`config.mk`:
```
export PLATFORM = sky130hd
export DESIGN_NAME = pio_bus_port
export DESIGN_NICKNAME = d
export VERILOG_FILES = /design/src/rtl/pio_pkg.sv /design/src/rtl/pio_addr_decode.sv /design/src/rtl/pio_in_chan.sv /design/src/rtl/pio_out_chan.sv /design/src/rtl/pio_bus_port.sv
export SDC_FILE = /design/constraint.sdc
export NUM_CORES = 1
export LEC_CHECK = 0
export CORE_MARGIN = 2
export CORE_UTILIZATION = 38
export DETAILED_ROUTE_END_ITERATION = 7
export PLACE_DENSITY = 0.76
export SLEW_MARGIN = 40
export SYNTH_ARGS = -nofsm -noshare
export SYNTH_HDL_FRONTEND = slang
export SYNTH_HIERARCHICAL = 1
export SYNTH_SLANG_ARGS = --single-unit
```
`constraint.sdc`:
```
create_clock -name clk -period 2.3 [get_ports clk]
set_input_delay 0.46 -clock clk [delete_from_list [all_inputs] [get_ports clk]]
set_output_delay 0.46 -clock clk [all_outputs]
set_load 0.02 [all_outputs]
```
`src/rtl/pio_pkg.sv`:
```
package pio_pkg;

  localparam int unsigned REG_IDX_W = 2;
  localparam int unsigned REG_COUNT = 1 << REG_IDX_W;

  typedef enum logic [REG_IDX_W-1:0] {
    REG_IN_DATA  = 2'd0,
    REG_STATUS   = 2'd1,
    REG_OUT_DATA = 2'd2,
    REG_AUX      = 2'd3
  } pio_reg_e;

  // Status word: bit0 data-ready, bit1 output pending, rest zero.
  function automatic logic [7:0] pack_status(input logic dready, input logic opend);
    pack_status = {6'd0, opend, dready};
  endfunction

endpackage

```
`src/rtl/pio_addr_decode.sv`:
```
module pio_addr_decode #(
  parameter int unsigned ADDR_W = 16,
  parameter int unsigned RED_W  = 8,
  parameter logic [ADDR_W-1:0] MM_BASE = 16'hFC00,
  parameter logic [RED_W-1:0]  IO_BASE = 8'h40
) (
  input  logic clk,
  input  logic rst,
  input  logic mm_mode,
  input  logic [ADDR_W-1:0] addr,
  input  logic io_m,
  input  logic rd,
  input  logic wr,
  output logic sel,
  output logic [pio_pkg::REG_COUNT-1:0] rd_stb,
  output logic [pio_pkg::REG_COUNT-1:0] wr_stb
);
  import pio_pkg::*;

  logic mm_hit;
  logic io_hit;

  assign mm_hit = (addr[ADDR_W-1:REG_IDX_W] == MM_BASE[ADDR_W-1:REG_IDX_W]);
  assign io_hit = io_m && (addr[RED_W-1:REG_IDX_W] == IO_BASE[RED_W-1:REG_IDX_W]);
  assign sel    = mm_mode ? mm_hit : io_hit;

  for (genvar gi = 0; gi < REG_COUNT; gi++) begin : g_stb
    assign rd_stb[gi] = sel && rd && (addr[REG_IDX_W-1:0] == REG_IDX_W'(gi));
    assign wr_stb[gi] = sel && wr && (addr[REG_IDX_W-1:0] == REG_IDX_W'(gi));
  end

  // memory accesses in separate-I/O mode never produce a strobe
  a_r2_silent_mem: assert property (@(posedge clk) disable iff (rst)
    (!mm_mode && !io_m) |-> (rd_stb == '0 && wr_stb == '0));
  // at most one register strobed per direction
  a_r3_one_reg: assert property (@(posedge clk) disable iff (rst)
    $onehot0(rd_stb) && $onehot0(wr_stb));

endmodule

```
`src/rtl/pio_in_chan.sv`:
```
module pio_in_chan #(
  parameter int unsigned DATA_W = 8
) (
  input  logic clk,
  input  logic rst,
  input  logic in_valid,
  input  logic [DATA_W-1:0] in_data,
  output logic in_ready,
  input  logic rd_req,
  output logic data_ready,
  output logic [DATA_W-1:0] buf_data,
  output logic stall
);
  logic capture;
  logic take;

  assign in_ready = !data_ready;
  assign capture  = in_valid && in_ready;
  assign stall    = rd_req && !data_ready;
  assign take     = rd_req && data_ready;

  always_ff @(posedge clk) begin
    if (rst) begin
      data_ready <= 1'b0;
      buf_data   <= '0;
    end else if (capture) begin
      data_ready <= 1'b1;
      buf_data   <= in_data;
    end else if (take) begin
      data_ready <= 1'b0;
    end
  end

  // an accepted input sets the ready flag
  a_r6_capture_sets: assert property (@(posedge clk) disable iff (rst)
    capture |=> (data_ready && buf_data == $past(in_data)));
  // a completed data read empties the buffer
  a_r7_take_clears: assert property (@(posedge clk) disable iff (rst)
    take |=> !data_ready);
  // a stalled read never completes
  a_r7_stall_no_take: assert property (@(posedge clk) disable iff (rst)
    stall |-> !take);

endmodule

```
`src/rtl/pio_out_chan.sv`:
```
module pio_out_chan #(
  parameter int unsigned DATA_W = 8
) (
  input  logic clk,
  input  logic rst,
  input  logic wr_req,
  input  logic [DATA_W-1:0] wdata,
  input  logic out_ready,
  output logic out_valid,
  output logic [DATA_W-1:0] out_data,
  output logic stall
);
  logic load;

  assign stall = wr_req && out_valid && !out_ready;
  assign load  = wr_req && !stall;

  always_ff @(posedge clk) begin
    if (rst) begin
      out_valid <= 1'b0;
      out_data  <= '0;
    end else if (load) begin
      out_valid <= 1'b1;
      out_data  <= wdata;
    end else if (out_ready) begin
      out_valid <= 1'b0;
    end
  end

  // pending data holds until the device takes it
  a_r9_hold_pending: assert property (@(posedge clk) disable iff (rst)
    (out_valid && !out_ready && !wr_req) |=> (out_valid && $stable(out_data)));
  // a stalled write leaves the latch untouched
  a_r9_stall_keeps: assert property (@(posedge clk) disable iff (rst)
    stall |=> $stable(out_data));

endmodule

```
`src/rtl/pio_bus_port.sv`:
```
module pio_bus_port #(
  parameter int unsigned ADDR_W = 16,
  parameter int unsigned DATA_W = 8,
  parameter int unsigned RED_W  = 8,
  parameter logic [ADDR_W-1:0] MM_BASE = 16'hFC00,
  parameter logic [RED_W-1:0]  IO_BASE = 8'h40
) (
  input  logic clk,
  input  logic rst,
  input  logic mm_mode,
  input  logic [ADDR_W-1:0] addr,
  input  logic io_m,
  input  logic rd,
  input  logic wr,
  input  logic [DATA_W-1:0] wdata,
  output logic [DATA_W-1:0] rd_data,
  output logic rd_oe,
  output logic bus_wait,
  input  logic in_valid,
  input  logic [DATA_W-1:0] in_data,
  output logic in_ready,
  output logic out_valid,
  output logic [DATA_W-1:0] out_data,
  input  logic out_ready,
  output logic [DATA_W-1:0] aux_out
);
  import pio_pkg::*;

  logic sel;
  logic [REG_COUNT-1:0] rd_stb;
  logic [REG_COUNT-1:0] wr_stb;
  logic data_ready;
  logic [DATA_W-1:0] in_buf;
  logic in_stall;
  logic out_stall;
  logic aux_load;
  logic [7:0] status_w;
  logic [DATA_W-1:0] mux_data;

  pio_addr_decode #(
    .ADDR_W(ADDR_W), .RED_W(RED_W), .MM_BASE(MM_BASE), .IO_BASE(IO_BASE)
  ) u_dec (
    .clk(clk), .rst(rst), .mm_mode(mm_mode), .addr(addr), .io_m(io_m),
    .rd(rd), .wr(wr), .sel(sel), .rd_stb(rd_stb), .wr_stb(wr_stb)
  );

  pio_in_chan #(.DATA_W(DATA_W)) u_in (
    .clk(clk), .rst(rst), .in_valid(in_valid), .in_data(in_data),
    .in_ready(in_ready), .rd_req(rd_stb[REG_IN_DATA]),
    .data_ready(data_ready), .buf_data(in_buf), .stall(in_stall)
  );

  pio_out_chan #(.DATA_W(DATA_W)) u_out (
    .clk(clk), .rst(rst), .wr_req(wr_stb[REG_OUT_DATA]), .wdata(wdata),
    .out_ready(out_ready), .out_valid(out_valid), .out_data(out_data),
    .stall(out_stall)
  );

  assign bus_wait = !rst && (in_stall || out_stall);
  assign aux_load = wr_stb[REG_AUX];
  assign status_w = pack_status(data_ready, out_valid);

  always_ff @(posedge clk) begin
    if (rst) aux_out <= '0;
    else if (aux_load) aux_out <= wdata;
  end

  always_comb begin
    unique case (pio_reg_e'(addr[REG_IDX_W-1:0]))
      REG_IN_DATA:  mux_data = in_buf;
      REG_STATUS:   mux_data = DATA_W'(status_w);
      REG_OUT_DATA: mux_data = out_data;
      REG_AUX:      mux_data = aux_out;
      default:      mux_data = '0;
    endcase
  end

  assign rd_oe   = |rd_stb;
  assign rd_data = rd_oe ? mux_data : '0;

  // read enable needs the read strobe
  a_r4_oe_needs_rd: assert property (@(posedge clk) disable iff (rst)
    rd_oe |-> rd);
  // idle read bus is zero
  a_r4_idle_zero: assert property (@(posedge clk) disable iff (rst)
    !rd_oe |-> (rd_data == '0));
  // auxiliary latch takes the write data on an accepted write
  a_r5_aux_load: assert property (@(posedge clk) disable iff (rst)
    aux_load |=> (aux_out == $past(wdata)));
  // without a write strobe the auxiliary latch holds
  a_r5_aux_hold: assert property (@(posedge clk) disable iff (rst)
    !wr |=> $stable(aux_out));
  // wait implies an active strobe
  a_r7_wait_strobe: assert property (@(posedge clk) disable iff (rst)
    bus_wait |-> (rd || wr));

endmodule

```
==> out/metrics.yaml, run 1 <==
critical_path:
  cp-end-kind: "output pin"
  cp_max_fo: 6
  worst_ep_arrival_time_ns: 2.19
  crit_path_start: "addr[8]"
  worstSetupPathType: "in -> out"
  critPathLaunchType: "input port"
  r2r_start: "u_out/out_valid$_SDFFE_PP0P_"
  cp.required_ns: 1.84
  r2r_slack_ns: 1.16
global_routing:
  grt_pass1_wl_mm: 6.45
  antenna_found_initial: 0
  grt_pass1_vias: 1345
  gr-total-overflow: 0
  grt_util_all_layers_pct: 18.7
  grt_max_degree: 43
job:
  cap_violations: 0
drt:
  dr.first_iter.drc_count: 44
  routed_via_density: 4.88
  first_pass_iters: 4
  detail_route.wirelength_mm: 4.19
  via_count: 1397
  drc: 0
  wl_per_cell_microns: 14.6
  drtAntennaViolNets: 0
floorplanning:
  ioPinCount: 68
  rows: 23
  fp.coreArea_sq_mm: 0.00397
  die_area_sq_mm: 0.00464
  initial_utilization_pct: 39.4
  die-height_microns: 68.1
  die_w_microns: 68.1
clocking:
  cts_tree: "done"
  clk_pin_slew_ns: 0.08
  cts_hold_buf: 0
  numClockSinks: 26
  cts-root-buf: "clkbuf_8"
  clockBufferDepth: 2
  h-tree-depth: 1
  cts_inserted_buffers: 3
  clk_latency_ns: 0.27
power:
  clkPwrFrac_pct: 31.8
  total_power_mw: 0.915
  peakVddDrop_mv: 0.376
  p_per_area_mw_per_mm2: 370
  power_switching_mw: 0.207
  p_int_mw: 0.708
  p_sw_share_pct: 22.6
  power_frac_comb_pct: 17.2
  pwr-share-seq_pct: 51.0
  p_leak_nw: 0.901
status:
  violations: "negative setup slack"
  outcome: "complete, but fails checks"
sta:
  finalHoldViolations: 0
  period_needed_ns: 2.65
  finClkSkew_ns: 0.00109
  grt_setup_unrepaired: "yes"
  setup-tns-final_ns: -3.24
  report.final.slew_viol_count: 0
  fmax_mhz: 377
  max_slew_margin_pct: 75.6
  layout_setup_ws_ns: -0.352
  period_share_pct: 115
  tightest_slew_ns: 0.363
  finalSetupViolCount: 10
finish:
  insertedDiodeCount: 0
  layout-drive-gt1-share_pct: 30.5
  nets: 277
  stdcell_count: 286
  area_growth_pct: 58.2
  final_core_util_pct: 62.3
place:
  dp_hpwl_mm: 2.98
  place_inst: 276
  place.gp.congestion: 0.768
  pre_cts_slack_ns: -1.05
  io_buffers: 67
hold_path:
  hold_path_startpoint: "u_in/buf_data[0]$_SDFFE_PP0P_"
  hold_class: "reg -> reg"
logic_synthesis:
  synth_fp_nets: 200
  synth.avg_cell_area_sq_um: 9.77
  syn-cell-area_sq_mm: 0.00156
  yosysWarnings: 6
  synthesis.instances: 160
==> sequential cells by signal (all words and copies together), names as in the netlist <==
name / cells
u_out/out_valid: 1
aux_out: 8
u_in/data_ready: 1
u_in/buf_data: 8
u_out/out_data: 8
==> power groups by stage <==
stage,clock (mW),combinational (mW),sequential [mW]
floorplan,0,0.0720,0.475
global placement,0,0.159,0.477
detailed placement,0,0.160,0.476
CTS,0.299,0.157,0.466
global route,0.323,0.169,0.468
finish,0.291,0.157,0.467
==> routing by layer <==
layer	GRT usage, %	part of all wire, %	up-vias
met1	25.4	49	640
met2	29.2	45	37
met5	0	0	-
met3	4.28	4.4	7
li1	-	-	713
met4	6.25	1.7	0
==> worst max-delay path, cell delays in order <==
cell and delay, ns:
buf_6 0.09, or4b_4 0.53, o31ai_4 0.35, and4_4 0.31
buf_6 0.11, nor4_4 0.04, a21oi_1 0.14, buf_4 0.16
==> final timing paths <==
| check | to | cells after the start |
|---|---|---|
| max reg2reg | u_out/out_data[5]$_SDFFE_PP0P_ | 5 |
| min reg2reg | u_in/buf_data[0]$_SDFFE_PP0P_ | 2 |
| max | rd_data[4] | 8 |
| min | u_in/buf_data[0]$_SDFFE_PP0P_ | 2 |
==> cell usage in the layout (no fill, tap or decap), types with 2 or more instances in the layout <==
| master | instances |
|---|---|
| clkdlybuf4s50_1 | 45 |
| dfxtp_1 | 26 |
| nand2b_1 | 24 |
| mux2i_1 | 22 |
| nor2_1 | 12 |
| buf_6 | 11 |
| buf_4 | 11 |
| dlygate4sd2_1 | 8 |
| nand4bb_1 | 8 |
| o21ai_2 | 8 |
| nand2_1 | 7 |
| or2_2 | 6 |
| clkbuf_8 | 4 |
| a21oi_1 | 3 |
| nor2b_4 | 3 |
| and4_4 | 3 |
| nor4_4 | 2 |
| and2_2 | 2 |
| a21oi_4 | 2 |
| mux4_2 | 2 |
| nor2_2 | 2 |
| buf_2 | 2 |
| buf_12 | 2 |
| nor2b_1 | 2 |
| and3_1 | 2 |
==> per-stage QoR <==
step                      cell area [sq um]  hold WS [ns]
after floorplan                        1570         0.451
final                                  2470         0.490
after CTS                              2410         0.489
after global routing                   2470         0.507
after detailed placement               2320         0.472
after global placement                 2320         0.467
==> repair_timing <==
item | 4_1_cts | 5_1_grt
setup buffers | 5 | 3
pin swaps | 11 | 5
endpoints found under the setup margin | 18 | 10
gates cloned | 1 | 0
resized for setup | 86 | 14
==> cell type report <==
class	count	area (sq um)
Sequential cell	26	520
Timing Repair Buffer	80	782
Clock buffer	4	55.1
Fill cell	330	1500
Tap cell	50	62.6
Inverter	2	7.51
Multi-Input combinational cell	124	1040
No activity file was read; power rests on OpenSTA's default activity.
==> run 2: changes to the inputs <==
--- a/config.mk
+++ b/config.mk
@@ -6,9 +6,10 @@
 export NUM_CORES = 1
 export LEC_CHECK = 0
 export CORE_MARGIN = 2
-export CORE_UTILIZATION = 38
+export CORE_UTILIZATION = 42
 export DETAILED_ROUTE_END_ITERATION = 7
-export PLACE_DENSITY = 0.76
+export MAX_ROUTING_LAYER = met4
+export PLACE_DENSITY = 0.77
 export SLEW_MARGIN = 40
 export SYNTH_ARGS = -nofsm -noshare
 export SYNTH_HDL_FRONTEND = slang
==> constraint.sdc (replaced) <==
create_clock -name clk -period 2.7 [get_ports clk]
set_input_delay 0.54 -clock clk [delete_from_list [all_inputs] [get_ports clk]]
set_output_delay 0.54 -clock clk [all_outputs]
set_load 0.02 [all_outputs]
==> out/metrics.yaml, run 2 (synthesis gave the netlist of run 1 again) <==
status:
  outcome: "complete, but fails checks"
  violations: "negative setup slack"
clocking:
  clk_latency_ns: 0.27
  clockBufferDepth: 2
  numClockSinks: 26
  h-tree-depth: 1
  cts_inserted_buffers: 3
  clk_pin_slew_ns: 0.08
  cts_tree: "done"
  cts_hold_buf: 0
  cts-root-buf: "clkbuf_8"
place:
  place_inst: 273
  dpl-instance-area_sq_mm: 0.00229
  io_buffers: 67
  place.gp.congestion: 0.763
  dp_hpwl_mm: 2.97
critical_path:
  crit_chain: "buf_6 -> or4b_4 -> o31ai_4 -> and4_4 -> nor4_4 -> buf_6 -> a21oi_2 -> buf_4"
  r2r_slack_ns: 1.64
  r2r_end: "u_in/buf_data[6]$_SDFFE_PP0P_"
  critPathLaunchType: "input port"
  cp-end-kind: "output pin"
  cpMaxStageDelayCell: "or4b_4"
  r2r_cells: 2
  crit_family: "simple AND/OR/NAND/NOR gates"
  cp_max_fo: 8
  cp_common_cell: "buf_6"
  worst_ep_arrival_time_ns: 2.27
  cpPeakStageDelay_ns: 0.54
  r2r_start: "u_in/data_ready$_SDFFE_PP0P_"
  path_buf_inv: 3
  cp.required_ns: 2.16
  worstSetupPathType: "in -> out"
finish:
  final_cell_mix: "49 x clkdlybuf4s50_1, 26 x dfxtp_1, 24 x nand2b_1"
  regArea_sq_um: 520
  multi_input_area_sq_mm: 0.00103
  stdcell_count: 283
  final_common_cell: "clkdlybuf4s50_1"
  fill_cells: 304
  area_growth_pct: 57.0
  nets: 276
  insertedDiodeCount: 0
  layout-drive-gt1-share_pct: 30.6
  finalInstanceArea_sq_mm: 0.00245
  top_regs: "aux_out x8, u_in/buf_data x8, u_out/out_data x8"
global_routing:
  grt_pass1_vias: 1491
  antenna_found_initial: 0
  grt_max_degree: 43
  grt_util_all_layers_pct: 21.3
  grt_pass1_wl_mm: 6.76
  gr-total-overflow: 0
sta:
  finClkSkew_ns: 0.00413
  grt_setup_unrepaired: "yes"
  layout_setup_ws_ns: -0.108
  period_share_pct: 104
  tightest_slew_ns: 0.374
  finalHoldViolations: 0
  finalSetupViolCount: 9
  report.final.slew_viol_count: 0
  fmax_mhz: 356
  max_slew_margin_pct: 75.0
  period_needed_ns: 2.81
job:
  cap_violations: 0
drt:
  first_pass_iters: 3
  wl_per_cell_microns: 14.3
  routed_via_density: 5.11
  detail_route.wirelength_mm: 4.04
  dr.first_iter.drc_count: 50
  drtAntennaViolNets: 0
  drc: 0
  via_count: 1447
floorplanning:
  rows: 22
  ioPinCount: 68
  initial_utilization_pct: 43.3
  fp.coreArea_sq_mm: 0.00361
  die_w_microns: 65
  die-height_microns: 65
  die_area_sq_mm: 0.00423
hold_path:
  hold_class: "reg -> reg"
  hold_path_startpoint: "u_in/buf_data[2]$_SDFFE_PP0P_"
  whs_path_depth: 2
  min_to: "u_in/buf_data[2]$_SDFFE_PP0P_"
power:
  p_per_area_mw_per_mm2: 348
  p_leak_nw: 0.896
  peakVddDrop_mv: 0.191
-- run 2: layout make-up --
cell class                      count  share of cell area [%]
Multi-Input combinational cell    123                    41.9
Timing Repair Buffer               80                    31.2
Sequential cell                    26                    21.2
Tap cell                           48                    2.45
Clock buffer                        3                    1.68
Clock inverter                      1                    1.22
Inverter                            2                   0.306
-- run 2: worst max path at each step --
stage / cells past startpoint / to / startpoint / slack, ns
6_report: 8 / rd_data[2] / addr[9] / -0.11
2_1_floorplan: 6 / bus_wait / addr[6] / 0.12
3_3_place_gp: 8 / bus_wait / addr[6] / -0.75
4_1_cts: 8 / rd_data[6] / addr[8] / -0.1
5_1_grt: 9 / bus_wait / addr[9] / -0.17
3_5_place_dp: 7 / rd_data[6] / addr[6] / -0.83
-- run 2: routing by layer --
metal	vias to the layer above	GRT usage, %	routed length (microns)
met3	7	3.47	212
met5	-	-	0
li1	710	-	-
met1	679	24.5	1780
met4	0	8.51	89
met2	51	37.0	1960
-- run 2: worst register-to-register path: cells and delay by family, from the launching register on --
kind	cells	cell delay [ns]
compound gates	1	0.14
simple gates	1	0.31
flops	1	0.55
-- run 2: metrics by stage --
| step | total power, mW | setup TNS [ns] | hold slack (ns) | utilization (%) | setup WS [ns] |
|---|---|---|---|---|---|
| finish | 0.854 | -0.841 | 0.486 | 68.0 | -0.108 |
| global route | 0.885 | -1.53 | 0.509 | 68.0 | -0.171 |
| CTS | 0.863 | -0.787 | 0.486 | 67.5 | -0.0984 |
| detailed placement | 0.544 | -8.81 | 0.468 | 63.6 | -0.826 |
| global placement | 0.540 | -7.47 | 0.469 | 63.6 | -0.748 |
| floorplan | 0.465 | 0 | 0.451 | - | 0.117 |
-- run 2: where the power goes --
| part | switching, mW | leakage (nW) | total, mW | internal [mW] |
|---|---|---|---|---|
| clock | 0.121 | 0.0357 | 0.319 | 0.198 |
| combinational | 0.0513 | 0.649 | 0.136 | 0.0842 |
| sequential | 0.00791 | 0.211 | 0.399 | 0.392 |
-- run 2: timing repair --
| item | 4_1_cts | 5_1_grt |
|---|---|---|
| hold endpoints to repair | 0 | 0 |
| setup endpoints to repair | 10 | 18 |
| resized for setup | 84 | 8 |
| pin swaps | 8 | 5 |
| setup buffers | 8 | 0 |
| cloned | 0 | 0 |
